`src/rtl/fs_pkg.sv`:
```
package fs_pkg;

    typedef enum logic [1:0] {
        SK_LOGICAL   = 2'b00,
        SK_ARITH     = 2'b01,
        SK_ROTATE    = 2'b10,
        SK_LOGICAL_B = 2'b11
    } shift_kind_e;

    function automatic logic kind_is_rotate(input shift_kind_e k);
        return (k == SK_ROTATE);
    endfunction

    function automatic logic kind_is_arith(input shift_kind_e k);
        return (k == SK_ARITH);
    endfunction

endpackage

```
`src/rtl/fs_word_former.sv`:
```
module fs_word_former
    import fs_pkg::*;
#(
    parameter int WIDTH = 32,
    parameter int AMT_W = $clog2(WIDTH)
) (
    input  logic [WIDTH-1:0]   operand,
    input  logic [AMT_W-1:0]   amount,
    input  logic               dir_left,
    input  shift_kind_e        kind,
    output logic [2*WIDTH-1:0] word,
    output logic [AMT_W-1:0]   steer
);

    logic [WIDTH-1:0]   fill;
    logic [2*WIDTH-1:0] raw;

    always_comb begin
        // Rotate wraps the operand; arithmetic right replicates the sign;
        // everything else shifts in zeros.
        if (kind_is_rotate(kind))
            fill = operand;
        else if (kind_is_arith(kind) && !dir_left && operand[WIDTH-1])
            fill = '1;
        else
            fill = '0;

        raw = dir_left ? {operand, fill} : {fill, operand};

        // Left: pre-move down one place so ~amount lands on WIDTH-amount.
        word  = dir_left ? {1'b0, raw[2*WIDTH-1:1]} : raw;
        steer = dir_left ? ~amount : amount;
    end

endmodule

```
`src/rtl/fs_mux_stage.sv`:
```
module fs_mux_stage #(
    parameter int DW   = 64,
    parameter int STEP = 1
) (
    input  logic [DW-1:0] din,
    input  logic          sel,
    output logic [DW-1:0] dout
);

    assign dout = sel ? (din >> STEP) : din;

endmodule

```
`src/rtl/funnel_shifter.sv`:
```
module funnel_shifter
    import fs_pkg::*;
#(
    parameter int WIDTH = 32
) (
    input  logic [WIDTH-1:0]         operand_i,
    input  logic [$clog2(WIDTH)-1:0] amount_i,
    input  logic                     dir_left_i,
    input  logic [1:0]               kind_i,
    output logic [WIDTH-1:0]         result_o
);

    localparam int AMT_W = $clog2(WIDTH);
    localparam int DW    = 2 * WIDTH;

    logic [DW-1:0]    word;
    logic [AMT_W-1:0] steer;
    logic [DW-1:0]    stage_w [0:AMT_W];
    logic             unused_upper;

    fs_word_former #(.WIDTH(WIDTH), .AMT_W(AMT_W)) u_former (
        .operand  (operand_i),
        .amount   (amount_i),
        .dir_left (dir_left_i),
        .kind     (shift_kind_e'(kind_i)),
        .word     (word),
        .steer    (steer)
    );

    assign stage_w[0] = word;

    for (genvar i = 0; i < AMT_W; i++) begin : g_stage
        fs_mux_stage #(.DW(DW), .STEP(1 << i)) u_stage (
            .din  (stage_w[i]),
            .sel  (steer[i]),
            .dout (stage_w[i+1])
        );
    end

    assign result_o     = stage_w[AMT_W][WIDTH-1:0];
    assign unused_upper = ^stage_w[AMT_W][DW-1:WIDTH];

endmodule

```
`config.mk`:
```
export PLATFORM = sky130hd
export DESIGN_NAME = funnel_shifter
export DESIGN_NICKNAME = d
export VERILOG_FILES = /design/src/rtl/fs_pkg.sv /design/src/rtl/fs_word_former.sv /design/src/rtl/fs_mux_stage.sv /design/src/rtl/funnel_shifter.sv
export SDC_FILE = /design/constraint.sdc
export NUM_CORES = 1
export LEC_CHECK = 0
export ABC_AREA = 1
export BUFFER_PORTS_ARGS = -buffer_cell sky130_fd_sc_hd__buf_2
export CORE_AREA = 2 2 110 112
export DETAILED_ROUTE_END_ITERATION = 6
export DIE_AREA = 0 0 112 114
export GPL_ROUTABILITY_DRIVEN = 0
export SYNTH_ARGS = -nofsm -noshare
export SYNTH_HDL_FRONTEND = slang
export SYNTH_SLANG_ARGS = --single-unit
```
`constraint.sdc`:
```
create_clock -name vclk -period 4.7
set_clock_uncertainty 0.2 [all_clocks]
set_input_delay 0.47 -clock vclk [all_inputs]
set_output_delay 0.47 -clock vclk [all_outputs]
set_load 0.01 [all_outputs]
```
==> results.ini <==
[run_status]
outcome=finished, final reports clean

[layout]
flops_and_latches=0
clkbuf_count=0
area_growth_pct=9.28
final_common_cell=nand3_1
nets=917
postLayoutCellArea_um2=4360
drive_above_1_share=0.109
final_cell_mix=nand3_1, nand2_1, buf_2
n_antenna_cell=0
ff_latch_area_um2=0

[power_and_ir_drop]
internal_power_mw=0.275
p_switching_mw=0.576
p_comb_frac=1.000
pwr-share-seq=0
ir_drop_uv=134
p_leak_nw=2.27
clockPowerShare=0
sw_frac_of_total=0.677
pwr_density_cell_nw_per_um2=195

[sta]
tns_ns=0
final-hold-violation-count=0
final.min_clock_period_ns=3.42
setup_ws_ns=1.28
report.final.slew_viol_count=0
finalSetupViolations=0
max_slew.worst_pin.slew_ns=0.997
relSlewSlack=0.335
period_share=0.728
rsz0062_at_grt=no
clock.fmax_mhz=292
hold_slack_ns=1.47

[global_routing]
grt_overflow=0
grt_pass1_vias=5449
grt_max_degree=63
grt_util_all_layers=0.245
antenna_found_initial=1
grt_pass1_wl_mm=26.2

[synth]
syn_nets=901
synth_top_cell_area_share=0.472
ys_warn_count=0
synth_cell_type_count=16
ys_seq_area_frac=0
synth_cells=861
syn_area_per_cell_um2=4.63
netlist_area_um2=3990
synth_top_cells_by_area=nand3_1, nand2_1, o211ai_1
synth_area_leader_cell=nand3_1

[floorplanning]
coreArea_um2=11700
fp.dieH_um=114
io_pins=72
rows=40
die-area_um2=12800
die_width_um=112
initial_core_util=0.341

[cts]
ctsResizeCount=0
postCtsSetupBuffers=0
cts_hold_buffers=0

[route]
postRouteAntennaNets=0
route.detailed.drc=0
vias=6035
drt_pass1_iterations=7
wl_per_cell_um=15.7
initialDrtViolationCount=841
drt-vias-per-instance=5.91
routed_wl_mm=16.0

[run]
cap_violations=0

[hold_path]
worstHoldPathCells=6
min_path_type=in -> out

[worst_setup_path]
crit_path_start_kind=input port
path_max_fanout=21
criticalPathCategory=in -> out
crit_arrival_ns=2.75
required_ns=4.03
critPathCaptureType=output pin

[placement]
io_buffers=72
place_area_um2=4360
place_ws_ns=1.36
hpwl_mm=12.0

-- power by group through the flow --
stage / Sequential, mW / Clock (mW) / Combinational (mW)
CTS: 0 / 0 / 0.829
finish: 0 / 0 / 0.851
floorplan: 0 / 0 / 0.594
global placement: 0 / 0 / 0.824
detailed placement: 0 / 0 / 0.827
global route: 0 / 0 / 0.940
-- cells by family (layout without fill, tap and decap cells) --
kind of cell	after synthesis	count (layout)	synth area share
xor+xnor	4	4	0.00878
buf+inv	139	153	0.141
compound gates	62	62	0.115
simple gates	656	656	0.736
-- path summary, 6_finish.rpt --
path | from | end | slack, ns
worst max-delay path | dir_left_i | result_o[25] | 1.28
worst min-delay path | amount_i[4] | result_o[7] | 1.47
-- area by class of cell --
| type | count | area [um2] |
|---|---|---|
| Inverter | 68 | 255 |
| Multi-Input combinational cell | 722 | 3460 |
| Fill cell | 1450 | 7350 |
| Timing Repair Buffer | 85 | 458 |
| Tap cell | 147 | 184 |
-- critical path, cell delays in order --
cell and delay, ns:
buf_2 0.31, nor2_1 0.13, nand2_1 0.42, buf_4 0.32, nand3_1 0.21, nand2_1 0.14, nand3_1 0.11, nand3_1 0.17
nand3_1 0.15, nand3_1 0.12, nand2_1 0.06, buf_2 0.14
-- cell usage after synthesis --
master / instances
nand3_1: 376
nand2_1: 248
inv_1: 64
o211ai_1: 58
clkbuf_1: 35
nor2_1: 31
buf_2: 29
buf_1: 6
inv_2: 4
xnor2_1: 4
a21oi_1: 1
buf_4: 1
nand4_1: 1
o21ai_0: 1
o21ai_1: 1
o21bai_1: 1
-- metal layers --
| layer | GRT usage | vias up | share of wire |
|---|---|---|---|
| met5 | 0 | - | 0 |
| met4 | 0.146 | 0 | 0.074 |
| met3 | 0.0186 | 74 | 0.076 |
| met2 | 0.411 | 334 | 0.45 |
| met1 | 0.308 | 2649 | 0.40 |
| li1 | - | 2978 | - |
-- through the flow --
| step | util | total power, mW | std cells |
|---|---|---|---|
| after floorplan | - | 0.594 | 861 |
| after global placement | 0.372 | 0.824 | 1022 |
| after detailed placement | 0.372 | 0.827 | 1022 |
| after CTS | 0.372 | 0.829 | 1022 |
| after global routing | 0.372 | 0.940 | 1022 |
| final | 0.372 | 0.851 | 1022 |
No activity file was read; power rests on OpenSTA's default activity.
